### src/rtl/evc_thr_pkg.sv
`timescale 1ns/1ps
package evc_thr_pkg;
  // Net step applied to the free-slot counter in one cycle
  typedef struct packed {
    logic inc;
    logic dec;
  } poolStep_t;

  // Free slots that must remain for a sender k hops away:
  // token return of k cycles plus 2k-1 flits possibly in flight
  function automatic int thrFor(input int k);
    return 3 * k - 1;
  endfunction
endpackage

### src/rtl/evc_thr_ctrl.sv
`timescale 1ns/1ps
module evc_thr_ctrl
  import evc_thr_pkg::*;
(
  input  logic      allocReq,
  input  logic      releaseReq,
  input  logic      poolEmpty,
  input  logic      poolFull,
  output poolStep_t step
);
  // Simultaneous strobes cancel; clamp at empty and full
  always_comb begin
    step.inc = releaseReq && !allocReq && !poolFull;
    step.dec = allocReq && !releaseReq && !poolEmpty;
  end
endmodule

### src/rtl/evc_thr_datapath.sv
`timescale 1ns/1ps
module evc_thr_datapath
  import evc_thr_pkg::*;
#(
  parameter int MAX_LEN    = 6,
  parameter int POOL_DEPTH = 20,
  localparam int CW        = $clog2(POOL_DEPTH + 1)
) (
  input  logic               clk,
  input  logic               rstN,
  input  poolStep_t          step,
  output logic               poolEmpty,
  output logic               poolFull,
  output logic [CW-1:0]      freeCnt,
  output logic [MAX_LEN-1:0] lenOn,
  output logic [MAX_LEN-1:0] stopPulse,
  output logic [MAX_LEN-1:0] startPulse
);
  localparam logic [CW-1:0] FULL_V = CW'(POOL_DEPTH);

  logic [CW-1:0] nextFree;

  always_comb begin
    nextFree = freeCnt;
    if (step.inc)      nextFree = freeCnt + CW'(1);
    else if (step.dec) nextFree = freeCnt - CW'(1);
  end

  assign poolEmpty = (freeCnt == '0);
  assign poolFull  = (freeCnt == FULL_V);

  always_ff @(posedge clk) begin
    if (!rstN) freeCnt <= FULL_V;
    else       freeCnt <= nextFree;
  end

  // One comparator pair and flag per express length
  for (genvar g = 0; g < MAX_LEN; g++) begin : g_len
    localparam logic [CW-1:0] THR_V = CW'(thrFor(g + 1));
    logic belowThr;
    logic aboveThr;
    logic goOff;
    logic goOn;

    assign belowThr = (nextFree < THR_V);
    assign aboveThr = (nextFree > THR_V);
    assign goOff    = lenOn[g] && belowThr;
    assign goOn     = !lenOn[g] && aboveThr;

    always_ff @(posedge clk) begin
      if (!rstN) begin
        lenOn[g]      <= 1'b1;
        stopPulse[g]  <= 1'b0;
        startPulse[g] <= 1'b0;
      end else begin
        stopPulse[g]  <= goOff;
        startPulse[g] <= goOn;
        if (goOff)     lenOn[g] <= 1'b0;
        else if (goOn) lenOn[g] <= 1'b1;
      end
    end
  end
endmodule

### src/rtl/evc_onoff_thresh.sv
`timescale 1ns/1ps
module evc_onoff_thresh
  import evc_thr_pkg::*;
#(
  parameter int MAX_LEN    = 6,
  parameter int POOL_DEPTH = 20
) (
  input  logic               clk,
  input  logic               rstN,
  input  logic               allocReq,
  input  logic               releaseReq,
  output logic [MAX_LEN-1:0] lenOn,
  output logic [MAX_LEN-1:0] stopPulse,
  output logic [MAX_LEN-1:0] startPulse
);
  localparam int CW = $clog2(POOL_DEPTH + 1);

  // The pool must cover the largest threshold
  if (MAX_LEN < 1 || POOL_DEPTH <= thrFor(MAX_LEN)) begin : g_badCfg
    $error("evc_onoff_thresh: POOL_DEPTH must exceed 3*MAX_LEN-1");
  end

  poolStep_t     step;
  logic          poolEmpty;
  logic          poolFull;
  logic [CW-1:0] freeCnt;

  evc_thr_ctrl u_ctrl (
    .allocReq  (allocReq),
    .releaseReq(releaseReq),
    .poolEmpty (poolEmpty),
    .poolFull  (poolFull),
    .step      (step)
  );

  evc_thr_datapath #(
    .MAX_LEN   (MAX_LEN),
    .POOL_DEPTH(POOL_DEPTH)
  ) u_dp (
    .clk       (clk),
    .rstN      (rstN),
    .step      (step),
    .poolEmpty (poolEmpty),
    .poolFull  (poolFull),
    .freeCnt   (freeCnt),
    .lenOn     (lenOn),
    .stopPulse (stopPulse),
    .startPulse(startPulse)
  );
endmodule

### config.mk
export PLATFORM = sky130hd
export DESIGN_NAME = evc_onoff_thresh
export DESIGN_NICKNAME = d
export VERILOG_FILES = /design/src/rtl/evc_thr_pkg.sv /design/src/rtl/evc_thr_ctrl.sv /design/src/rtl/evc_thr_datapath.sv /design/src/rtl/evc_onoff_thresh.sv
export SDC_FILE = /design/constraint.sdc
export NUM_CORES = 1
export LEC_CHECK = 0
export ABC_AREA = 1
export BUFFER_PORTS_ARGS = -buffer_cell sky130_fd_sc_hd__buf_2
export CORE_ASPECT_RATIO = 0.8
export CORE_MARGIN = 5
export CORE_UTILIZATION = 50
export DETAILED_ROUTE_END_ITERATION = 8
export PLACE_DENSITY = 0.73
export SLEW_MARGIN = 20
export SYNTH_ARGS = -nofsm -noshare
export SYNTH_HDL_FRONTEND = slang
export SYNTH_SLANG_ARGS = --single-unit
### constraint.sdc
create_clock -name clk -period 2.3 [get_ports clk]
set_clock_uncertainty 0.05 [all_clocks]
set_input_delay 0.23 -clock clk [delete_from_list [all_inputs] [get_ports clk]]
set_output_delay 0.23 -clock clk [all_outputs]
set_load 0.005 [all_outputs]
Word-level counts from Yosys, hierarchy flattened
Cells that the tools add are included.

Register bits after elaboration: 23. Output and inout bits: 18. Word-level logic and storage cells: 81.

Add/sub/neg operators: 2. Magnitude comparators: 12. Eq/ne operators: 1. Muxes and demuxes: 14. Reductions and logical operators: 33.

Operators by type and width (number): 1-bit logical AND (16); 5-bit by 4-bit > comparator with 1-bit output, second input constant (3); 5-bit by 4-bit < comparator with 1-bit output, second input constant (3); 1-bit two-way mux (12); 2-bit nonzero test (6); 1-bit zero test (10); 5-bit two-way mux (2); 5-bit by 1-bit adder with 5-bit output, second input constant (1); 5-bit equality test, second input constant (1); 5-bit by 2-bit > comparator with 1-bit output, second input constant (1); 5-bit by 3-bit > comparator with 1-bit output, second input constant (1); 5-bit > comparator, second input constant (1); 5-bit zero test (1); 5-bit by 2-bit < comparator with 1-bit output, second input constant (1); 5-bit by 3-bit < comparator with 1-bit output, second input constant (1); 5-bit < comparator, second input constant (1); 5-bit by 1-bit subtractor with 5-bit output, second input constant (1).

Depth between registers and ports, before layout
Gate-level depths: netlist (run 1).

Word-level depth: 9. Gate-level depth with buffers: 14. Gate-level depth less buffers: 14.

By module
From an unflattened synthesis (run 1), not the netlist that was laid out.

Cells, all modules: 157. Area, all modules: 1101.1 um^2.

By module, submodules not included: evc_thr_datapath (times used 1, cells each 151, area each 1073.5 um^2, sequential area each 460.4 um^2); evc_thr_ctrl (times used 1, cells each 6, area each 27.5 um^2, sequential area each 0.0 um^2).

Least setup slack after synthesis (run 1)
OpenSTA, ideal clock, no wires.

Kind: register to register. Start: register u_dp.freeCnt[0]. End: register u_dp.lenOn[0]. Library setup time: 0.126 ns. Data arrival time: 1.687 ns. Setup slack: 0.437 ns. Cell stages (with the launch flop): 15. Clock period less this slack: 1.863 ns. Cell sequence: dfxtp_1 inv_1 ha_1 inv_1 nor2_1 nand2_4 nand2_4 nand2_1 nand2_2 a21boi_4 nand2_4 inv_2 nand2_1 nand2_1 nand3_1.

Longest elaborated chain between the ends: 8. Elaborated cells on any way between the ends: 16. Classes of those cells: 2 x add/sub; 2 x order compare; 1 x eq/ne; 3 x mux; 8 x reduce/logical.

Ends and longest elaborated chain: start: declaration (RTL line evc_thr_datapath.sv:14) `output logic [CW-1:0] freeCnt,`; start signal: assignment (RTL line evc_thr_datapath.sv:34) `else freeCnt <= nextFree;`; parallel branches: the longest is 4 deep, another holds 5-bit by 1-bit subtractor with 5-bit output; 5-bit two-way mux * (RTL line evc_thr_datapath.sv:25) `if (step.inc) nextFree = freeCnt + CW'(1);`; 5-bit by 2-bit < comparator with 1-bit output or 5-bit by 2-bit > comparator with 1-bit output (tied branches) (RTL line evc_thr_datapath.sv:45, evc_thr_datapath.sv:46); 1-bit logical AND (on tied branches) (RTL line evc_thr_datapath.sv:47, evc_thr_datapath.sv:48); 1-bit two-way mux or 2-bit nonzero test (tied branches); end signal: indexed assignment (RTL line evc_thr_datapath.sv:52) `lenOn[g] <= 1'b1;`; end signal: indexed assignment (RTL line evc_thr_datapath.sv:58) `if (goOff) lenOn[g] <= 1'b0;`; end signal: indexed assignment (RTL line evc_thr_datapath.sv:59) `else if (goOn) lenOn[g] <= 1'b1;`; end: declaration (RTL line evc_thr_datapath.sv:15) `output logic [MAX_LEN-1:0] lenOn,`.

Mark *: on every way between the ends. A chain may end at the register's enable or synchronous reset.

Worst setup path after layout (run 1)
Same ends and word-level chain as after synthesis.

==> out/results.tsv, run 1 <==
stage	metric	value	unit
outcome	status	finished, final reports clean	
synthesis	syn_area	0.001246	mm^2
setup_path	worst_ep_required_time	2.44	ns
sta	setup_tns	0	ns
setup_path	startpoint	u_dp.freeCnt[0]$_SDFF_PN0_	
clocking	insertion_delay	0.30	ns
setup_path	reg2reg_from	u_dp.freeCnt[0]$_SDFF_PN0_	
clocking	clkTransAtPathRegs	0.12	ns
hold_path	hold_start	rstN	
setup_path	ff2ff_setup_slack	0.19	ns
synthesis	synth_nets	175	
detailed_routing	avgViaCountPerCell	4.789	
setup_path	cp.arrival	2.26	ns
synthesis	yosysWarningCount	0	
synthesis	synthMuxAreaShare	0	%
power	p_leak	0.7864	nW
synthesis	syn_inst	168	
hold_path	holdPathStages	2	
floorplanning	die_x	65.82	um
setup_path	max_stage_delay	0.37	ns
global_route	grt_antenna_before_repair	0	
setup_path	cp_cell_sequence	inv_1, ha_1, nand4_2, nand2_4, inv_1, nand2_1, a21boi_4, nand2_4, inv_2, nand2_1, nand2_1, nand3_1	
global_route	grt_use_met3	4.312	%
run	cap_violations	0	
setup_path	rr_worst_depth	12	
detailed_routing	via_count	1092	
sta	fmax	473.0	MHz
sta	slew_headroom	74.75	%
setup_path	crit_buf_inv	3	
clocking	clock-sinks	23	
setup_path	cp_top_family	simple AND/OR/NAND/NOR gates	
global_route	grt_pass1_vias	957	
sta	period_share	91.91	%
synthesis	ys_types	27	
global_route	grt_overflow	0	
detailed_routing	postRouteAntennaNets	0	
final_layout	layout_commonest_cell	nand2_1	
setup_path	cpMaxStageDelayCell	dfxtp_1	
floorplanning	start_util	51.45	%
sta	setup_ws	0.1860	ns
global_route	grt_max_degree	14	
synthesis	synth-compound-area-share	6.827	%
floorplanning	die_area	0.003597	mm^2
final_layout	finish.utilization	58.68	%
setup_path	criticalPathCategory	reg -> reg	
setup_path	cpMostUsedCell	nand2_1	
final_layout	synthToLayoutAreaGrowth	14.06	%
floorplanning	coreArea	0.002422	mm^2
clocking	cts-htree-levels	1	
sta	fin_hold_ws	0.1483	ns
detailed_routing	drtIter0Drc	59	
power	ir_drop	0.0005935	V
final_layout	nets	200	
setup_path	cp.depth	12	
synthesis	synth_xor_xnor_area_share	3.414	%
setup_path	worstPathMaxFanout	9	
synthesis	ys_seq_area_share	36.95	%
hold_path	hold_class	in -> reg	
hold_path	worstHoldEndpoint	u_dp.lenOn[2]$_SDFFE_PN1P_	
setup_path	cp-end-kind	flip-flop	
clocking	cts_buffers	3	
power	power.density	812.8	mW/mm^2
sta	slew_violations	0	
synthesis	synthAdderAreaFrac	3.012	%
floorplanning	boundaryPins	22	
detailed_routing	dr.pass1.iters	4	
clocking	postCtsHoldBufs	0	
clocking	cts-root-buf	clkbuf_4	
detailed_routing	wire_per_inst	10.68	um
setup_path	start_kind	flip-flop	
detailed_routing	routed_wl	2436	um
floorplanning	die_h	54.66	um
global_route	busiest_layer	met2	
global_route	grt_util_met1	20.35	%
placement	hpwl	1940	um
synthesis	syn_avg_cell_area	7.418	um^2
clocking	cts_tree	done	
final_layout	diodes	0	
final_layout	drive_above_1_share	28.13	%
final_layout	layout_common_cells	40 x nand2_1, 23 x dfxtp_1, 21 x buf_2	
sta	setup_viol_count_final	0	
synthesis	synth_simple_gate_area_share	40.86	%
setup_path	regToRegEndpoint	u_dp.lenOn[0]$_SDFFE_PN1P_	
global_route	grt_util_met2	22.80	%
placement	gp_congestion	0.8855	
sta	hold_viol	0	
placement	io_buffers	21	
placement	dpl_worst_slack	0.1125	ns
global_route	grtUsageTotal	14.77	%
sta	layout_min_cycle_time	2.114	ns
synthesis	synth-seq-cells	23	
clocking	cts_max_path_buffers	2	
sta	worst_slew_pin_slew	0.3784	ns
synthesis	synth_top_family_by_area	simple AND/OR/NAND/NOR gates	
global_route	grt_pass1_wl	4077	um
detailed_routing	drc	0	
floorplanning	rows	16	
==> through the flow <==
stage	power, mW	instance area, um^2	cells
after CTS	1.149	1399	226
after global routing	1.252	1421	228
after global placement	0.9699	1371	222
after floorplan	0.8629	1246	168
after detailed placement	0.9739	1371	222
final	1.155	1421	228
==> what timing repair did <==
item,CTS,global route
setup endpoints to repair,0,5
resized for setup,0,2
setup buffers,0,2
==> synthesized netlist by cell type (all sizes together) <==
cell / number / area (um^2)
a21boi: 2 / 26.28
a21oi: 7 / 35.03
buf: 4 / 32.53
dfxtp: 23 / 460.4
ha: 3 / 37.54
inv: 21 / 78.83
nand2: 53 / 256.5
nand3: 21 / 115.1
nand4: 4 / 31.28
nor2: 16 / 65.06
nor3: 5 / 35.03
o21ai: 4 / 23.77
or2: 1 / 6.260
xnor2: 1 / 8.760
xor2: 3 / 33.79
==> logic make-up after synthesis <==
| logic type | after synthesis |
|---|---|
| DFF | 23 |
| and+or+nand+nor | 100 |
| xor gates and xnor gates | 4 |
| buffers and inverters | 25 |
| AOI/OAI and AO/OA | 13 |
| adders and majority gates | 3 |
==> worst max-delay path by stage <==
stage	to	slack, ns
detailed placement	u_dp.lenOn[1]$_SDFFE_PN1P_	0.11
global route	u_dp.lenOn[0]$_SDFFE_PN1P_	-0.001
floorplan	u_dp.lenOn[0]$_SDFFE_PN1P_	0.44
global placement	u_dp.lenOn[0]$_SDFFE_PN1P_	0.21
finish	u_dp.lenOn[0]$_SDFFE_PN1P_	0.19
CTS	u_dp.lenOn[0]$_SDFFE_PN1P_	0.10
==> routing by layer <==
metal / routed length [um] / part of all wire [%]
met1: 1244 / 51
met2: 1025 / 42
met3: 156 / 6.4
met4: 10 / 0.41
met5: 0 / 0
==> flip-flops by register name, summed over array words and instances, names as in the netlist <==
signal	cells
u_dp.lenOn	6
u_dp.startPulse	6
u_dp.stopPulse	6
u_dp.freeCnt	5
==> where the power goes <==
group | leakage (nW) | total (mW) | switching, mW | internal (mW)
combinational | 0.581 | 0.484 | 0.307 | 0.178
clock | 0.0177 | 0.175 | 0.110 | 0.0648
sequential | 0.188 | 0.496 | 0.0345 | 0.462
==> worst reg2reg max path: cells and delay by family (launching register included) <==
kind | cells | cell delay, ns
buffers and inverters | 3 | 0.32
AND/OR/NAND/NOR | 7 | 0.77
adder cells (fa/ha/maj) | 1 | 0.24
flip-flops | 1 | 0.37
AO/OA/AOI/OAI | 1 | 0.26
==> layout make-up <==
class,count,area (um^2)
clock buffer,3,22.52
clock inverter,1,5.005
fill,233,1001
inverter,21,78.83
multi-input combinational,120,681.9
sequential,23,460.4
tap,36,45.04
timing repair buffer,24,127.6
No activity file was read; power rests on OpenSTA's default activity.
==> run 2: changes to the inputs <==
PLACE_DENSITY = 0.81   (was 0.73)
==> run 2 against run 1 <==
Against the previous run: worst setup slack lost 0.0017 ns; global-route usage rose by 1.6 points; final area shrank 0.62%; non-clock buffer count shrank 1; sequential share of layout area grew 0.20 points; critical path depth shrank 1; final cell count decreased by 0.44%; largest cell class unchanged; highest routed layer unchanged.
==> out/results.tsv, run 2 (synthesized netlist as in run 1, its figures left out) <==
stage	metric	value	unit
floorplanning	rows	16	
floorplanning	die_x	65.82	um
global_route	grt_use_met3	4.928	%
global_route	grt_overflow	0	
outcome	status	finished, final reports clean	
final_layout	drive_above_1_share	27.23	%
setup_path	start_kind	flip-flop	
setup_path	worst_ep_required_time	2.45	ns
final_layout	diodes	0	
clocking	cts_max_path_buffers	2	
final_layout	nFillCells	219	
sta	hold_viol	0	
clocking	clkTransAtPathRegs	0.12	ns
clocking	cts_tree	done	
setup_path	max_stage_delay	0.43	ns
floorplanning	boundaryPins	22	
setup_path	reg2reg_from	u_dp.freeCnt[0]$_SDFF_PN0_	
sta	fin_hold_ws	0.1344	ns
run	cap_violations	0	
detailed_routing	routed_wl	2729	um
global_route	grt_util_met2	28.62	%
floorplanning	start_util	51.45	%
hold_path	worstHoldEndpoint	u_dp.freeCnt[2]$_SDFF_PN1_	
setup_path	criticalPathCategory	reg -> reg	
power	fin_total_pwr	1.174	mW
global_route	grtUsageTotal	16.36	%
detailed_routing	avgViaCountPerCell	5.031	
detailed_routing	drtIter0Drc	64	
power	power.density	831.0	mW/mm^2
power	ir_drop	0.0005517	V
placement	gp_congestion	0.9787	
global_route	grt_max_degree	13	
global_route	grt_pass1_vias	1069	
final_layout	nets	199	
sta	setup_viol_count_final	0	
setup_path	crit_buf_inv	2	
sta	layout_min_cycle_time	2.116	ns
global_route	grt_util_met1	19.55	%
setup_path	worstPathMaxFanout	9	
power	p_leak	0.7794	nW
setup_path	cpMaxStageDelayCell	dfxtp_1	
clocking	postCtsHoldBufs	0	
detailed_routing	via_count	1142	
clocking	insertion_delay	0.31	ns
final_layout	layout_common_cells	40 x nand2_1, 23 x dfxtp_1, 21 x buf_2	
floorplanning	die_h	54.66	um
placement	hpwl	2101	um
floorplanning	die_area	0.003597	mm^2
final_layout	seqCellArea	460.4	um^2
global_route	grt_pass1_wl	4519	um
final_layout	layout_commonest_cell	nand2_1	
setup_path	ff2ff_setup_slack	0.18	ns
clocking	clock-sinks	23	
final_layout	largestRegisters	u_dp.lenOn (6), u_dp.startPulse (6), u_dp.stopPulse (6)	
setup_path	cp_top_family	simple AND/OR/NAND/NOR gates	
placement	io_buffers	21	
detailed_routing	postRouteAntennaNets	0	
detailed_routing	wire_per_inst	12.02	um
sta	worst_slew_pin_slew	0.3947	ns
global_route	busiest_layer	met2	
setup_path	cpMostUsedCell	nand2_4	
clocking	cts-root-buf	clkbuf_4	
sta	fmax	472.7	MHz
hold_path	hold_class	in -> reg	
clocking	cts_buffers	3	
sta	slew_violations	0	
setup_path	cp.arrival	2.27	ns
setup_path	rr_worst_depth	11	
sta	period_share	91.99	%
sta	setup_tns	0	ns
clocking	cts-htree-levels	1	
final_layout	multi_input_area	681.9	um^2
sta	rsz0062_at_grt	false	
hold_path	holdPathStages	2	
sta	slew_headroom	73.66	%
setup_path	cp-end-kind	flip-flop	
final_layout	synthToLayoutAreaGrowth	13.35	%
floorplanning	coreArea	0.002422	mm^2
setup_path	cp_cell_sequence	inv_1, ha_1, nand4_2, nand2_4, buf_4, nand2_2, nand3_2, nand2_4, nand2_4, o21ai_1, nand3_1	
setup_path	regToRegEndpoint	u_dp.lenOn[0]$_SDFFE_PN1P_	
hold_path	hold_start	rstN	
detailed_routing	drc	0	
global_route	grt_antenna_before_repair	0	
detailed_routing	dr.pass1.iters	4	
==> run 2: final cells by class <==
type / instances / area share (%)
Multi-Input combinational cell: 120 / 48.27
Sequential cell: 23 / 32.60
Timing Repair Buffer: 23 / 8.503
Inverter: 21 / 5.580
Tap cell: 36 / 3.189
Clock buffer: 4 / 1.860
==> run 2: through the flow <==
step | instances | setup slack [ns] | cell area, um^2 | util (%)
global placement | 222 | 0.2275 | 1371 | 56.61
CTS | 226 | 0.05875 | 1398 | 57.70
floorplan | 168 | 0.4373 | 1246 | -
global route | 227 | 0.03748 | 1413 | 58.32
detailed placement | 222 | 0.09002 | 1371 | 56.61
finish | 227 | 0.1843 | 1413 | 58.32
==> run 2: report_power, final <==
part	switching, mW	leakage (nW)	total [mW]	internal, mW
sequential	0.0405	0.188	0.502	0.462
clock	0.114	0.0150	0.182	0.0677
combinational	0.315	0.576	0.490	0.175
==> run 2: timing repair <==
action                                  CTS  global route
endpoints found under the setup margin    0             8
buffers inserted                          0             1
gates resized for setup                   0             2
==> run 2: worst max path at each step <==
| stage | start | endpoint | cells after the start | slack (ns) |
|---|---|---|---|---|
| after floorplan | u_dp.freeCnt[0]$_SDFF_PN0_ | u_dp.lenOn[0]$_SDFFE_PN1P_ | 14 | 0.44 |
| after global placement | u_dp.freeCnt[0]$_SDFF_PN0_ | u_dp.lenOn[0]$_SDFFE_PN1P_ | 12 | 0.23 |
| after detailed placement | u_dp.freeCnt[0]$_SDFF_PN0_ | u_dp.lenOn[0]$_SDFFE_PN1P_ | 10 | 0.09 |
| after CTS | u_dp.freeCnt[0]$_SDFF_PN0_ | u_dp.lenOn[0]$_SDFFE_PN1P_ | 10 | 0.06 |
| after global routing | u_dp.freeCnt[0]$_SDFF_PN0_ | u_dp.lenOn[0]$_SDFFE_PN1P_ | 11 | 0.04 |
| final | u_dp.freeCnt[0]$_SDFF_PN0_ | u_dp.lenOn[0]$_SDFFE_PN1P_ | 11 | 0.18 |
==> run 2: metal layers <==
layer  up-vias  part of all wire [%]
met5         -                     0
met4         0                  0.77
met3         4                   8.1
met2        46                    48
met1       517                    43
li1        575                     -
==> run 3: changes to the inputs <==
ABC_AREA = 0   (was 1)
PLACE_DENSITY = 0.82   (was 0.81)
clock period = 2.2 ns   (was 2.3 ns; I/O delays follow)
==> run 3 against run 2 <==
Against the previous run: worst setup slack worse by 0.18 ns; area after synthesis down 11%; hold slack better by 0.0052 ns; critical path depth down 3; global-route usage up 1.2 points; final area up 4.9%; first-iteration DRC count down 45%; count of clock-buffer cells in the layout unchanged; synthesized cell count down 33%; power down 14%.
==> out/results.tsv, run 3 <==
stage	metric	value	unit
outcome	status	finished, final reports clean	
clocking	insertion_delay	0.30	ns
global_route	grt_use_met3	6.048	%
synthesis	synth.most_common_cell	dfxtp_1	
clocking	postCtsHoldBufs	0	
synthesis	async_flop_share	0	%
detailed_routing	drc	0	
run	cap_violations	0	
detailed_routing	drtIter0Drc	35	
clocking	clock-sinks	23	
placement	dpl_worst_slack	-0.1002	ns
final_layout	layout_common_cells	21 x buf_2, 21 x dfxtp_1, 12 x buf_4	
detailed_routing	dr.pass1.iters	4	
final_layout	finish.utilization	69.24	%
clocking	cts_buffers	3	
synthesis	syn_area	0.001107	mm^2
synthesis	ys_types	49	
clocking	cts-root-buf	clkbuf_4	
power	p_leak	0.6181	nW
sta	slew_violations	0	
setup_path	worstPathMaxFanout	5	
sta	period_share	99.88	%
final_layout	largestRegisters	u_dp.lenOn (6), u_dp.startPulse (6), u_dp.stopPulse (6)	
floorplanning	die_x	62.62	um
sta	layout_min_cycle_time	2.197	ns
detailed_routing	via_count	1032	
detailed_routing	routed_wl	2749	um
final_layout	nFillCells	175	
clocking	cts-htree-levels	1	
sta	worst_slew_pin_slew	0.5404	ns
clocking	clkTransAtPathRegs	0.11	ns
setup_path	max_stage_delay	0.50	ns
global_route	busiest_layer	met2	
synthesis	synth_top_cell_by_area	dfxtp_1	
placement	placedCellCount	168	
synthesis	synth_nets	119	
setup_path	cp-end-kind	flip-flop	
final_layout	nets	156	
sta	fmax	455.1	MHz
sta	fin_hold_ws	0.1396	ns
placement	io_buffers	21	
synthesis	syn_inst	112	
global_route	grtUsageTotal	17.53	%
sta	rsz0062_at_grt	true	
detailed_routing	postRouteAntennaNets	0	
floorplanning	die_h	52.09	um
synthesis	yosys-top-cells-area	dfxtp_1 42%, a211oi_1 3.4%, ha_1 3.4%, o211a_1 2.7%, a311oi_1 2.4%	
sta	slew_headroom	63.86	%
sta	setup_viol_count_final	0	
global_route	grt_pass1_vias	960	
power	power.density	680.4	mW/mm^2
sta	setup_ws	0.002693	ns
floorplanning	die_area	0.003262	mm^2
detailed_routing	avgViaCountPerCell	5.965	
global_route	grt_pass1_wl	4402	um
global_route	grt_antenna_before_repair	0	
global_route	grt_util_met1	20.61	%
sta	hold_viol	0	
synthesis	synth-edff-count	0	
setup_path	cpMaxStageDelayCell	or4b_4	
synthesis	syn_avg_cell_area	9.887	um^2
floorplanning	start_util	51.75	%
setup_path	start_kind	flip-flop	
setup_path	worst_ep_required_time	2.37	ns
hold_path	hold_class	in -> reg	
setup_path	cp_cell_sequence	clkinv_2, ha_4, or4b_4, a32o_2, a21oi_4, buf_6, nand2_4, a311oi_1	
final_layout	drive_above_1_share	42.57	%
setup_path	cp.arrival	2.36	ns
synthesis	synth-seq-cells	23	
power	fin_total_pwr	1.008	mW
final_layout	diodes	0	
placement	hpwl	2029	um
floorplanning	coreArea	0.002140	mm^2
global_route	grt_max_degree	13	
sta	setup_tns	0	ns
synthesis	ys_seq_area_share	41.58	%
synthesis	yosysWarningCount	0	
placement	place_area	0.001333	mm^2
final_layout	synthToLayoutAreaGrowth	33.79	%
setup_path	criticalPathCategory	reg -> reg	
global_route	grt_util_met2	29.48	%
placement	gp_congestion	0.8879	
global_route	grt_overflow	0	
synthesis	yosys.area.top_type_share	41.58	%
detailed_routing	wire_per_inst	15.89	um
clocking	cts_max_path_buffers	2	
floorplanning	boundaryPins	22	
synthesis	ys_top_cells_by_count	23 x dfxtp_1, 6 x nor2_1, 5 x a211oi_1	
final_layout	design_area	0.001481	mm^2
clocking	cts_tree	done	
synthesis	ys.flop_type	dfxtp_1	
power	ir_drop	0.0004901	V
floorplanning	rows	15	
final_layout	stdcell_count	173	
==> run 3: changes by cell type after synthesis, moves of 3 or more <==
cell,before,now
o211a_1,0,3
nand2_1,40,3
a311oi_1,0,3
nor2_1,14,6
a21oi_1,7,2
nand2_2,8,1
nand3_1,19,3
nand2_4,5,0
a211oi_1,0,5
nand3b_1,0,3
inv_1,19,3
==> run 3: final cells by class <==
type | instances | area, um^2 | area share [%]
Inverter | 6 | 23.77 | 1.605
Sequential cell | 23 | 462.9 | 31.25
Multi-Input combinational cell | 79 | 699.4 | 47.21
Timing Repair Buffer | 36 | 237.7 | 16.05
Clock buffer | 4 | 26.28 | 1.774
Tap cell | 25 | 31.28 | 2.111
==> run 3: logic make-up (layout without fill, tap and decap cells) <==
family | after synthesis | after routing | share of synthesized area, %
adder cells (fa/ha/maj) | 3 | 3 | 3.390
AND/OR/NAND/NOR | 40 | 40 | 23.05
buffers and inverters | 10 | 46 | 4.745
AO/OA/AOI/OAI | 35 | 35 | 26.44
XOR/XNOR | 1 | 1 | 0.7911
flip-flops | 23 | 23 | 41.58
==> run 3: metal layers <==
metal | share of wire (%) | wire (um) | vias to the layer above
li1 | - | - | 504
met1 | 44 | 1197 | 498
met2 | 50 | 1373 | 26
met3 | 5.6 | 154 | 4
met4 | 0.87 | 24 | 0
met5 | 0 | 0 | -
==> run 3: path summary, 6_finish.rpt <==
path                                   end  depth (start not counted)                  startpoint  slack, ns
max          u_dp.startPulse[1]$_SDFF_PN0_                          8  u_dp.freeCnt[0]$_SDFF_PN0_      0.003
min           u_dp.stopPulse[5]$_SDFF_PN0_                          2                        rstN       0.14
max reg2reg  u_dp.startPulse[1]$_SDFF_PN0_                          8  u_dp.freeCnt[0]$_SDFF_PN0_      0.003
min reg2reg  u_dp.startPulse[2]$_SDFF_PN0_                          1  u_dp.lenOn[2]$_SDFFE_PN1P_       0.44
==> run 3: what timing repair did <==
item,CTS,global route
buffers inserted,0,1
pin swaps,0,4
setup endpoints to repair,7,18
resized for setup,5,18
==> run 3: power by group <==
part           total (mW)  internal, mW  switching [mW]
combinational       0.364         0.169           0.195
sequential          0.455         0.439          0.0162
clock               0.188        0.0708           0.118
total                1.01         0.679           0.329
==> run 3: worst max-delay path: cells and delay by family (launching register included) <==
| family | cells | cell delay [ns] |
|---|---|---|
| adders and majority gates | 1 | 0.14 |
| AOI/OAI and AO/OA | 3 | 0.79 |
| DFF | 1 | 0.34 |
| and+or+nand+nor | 2 | 0.55 |
| buffers and inverters | 2 | 0.23 |
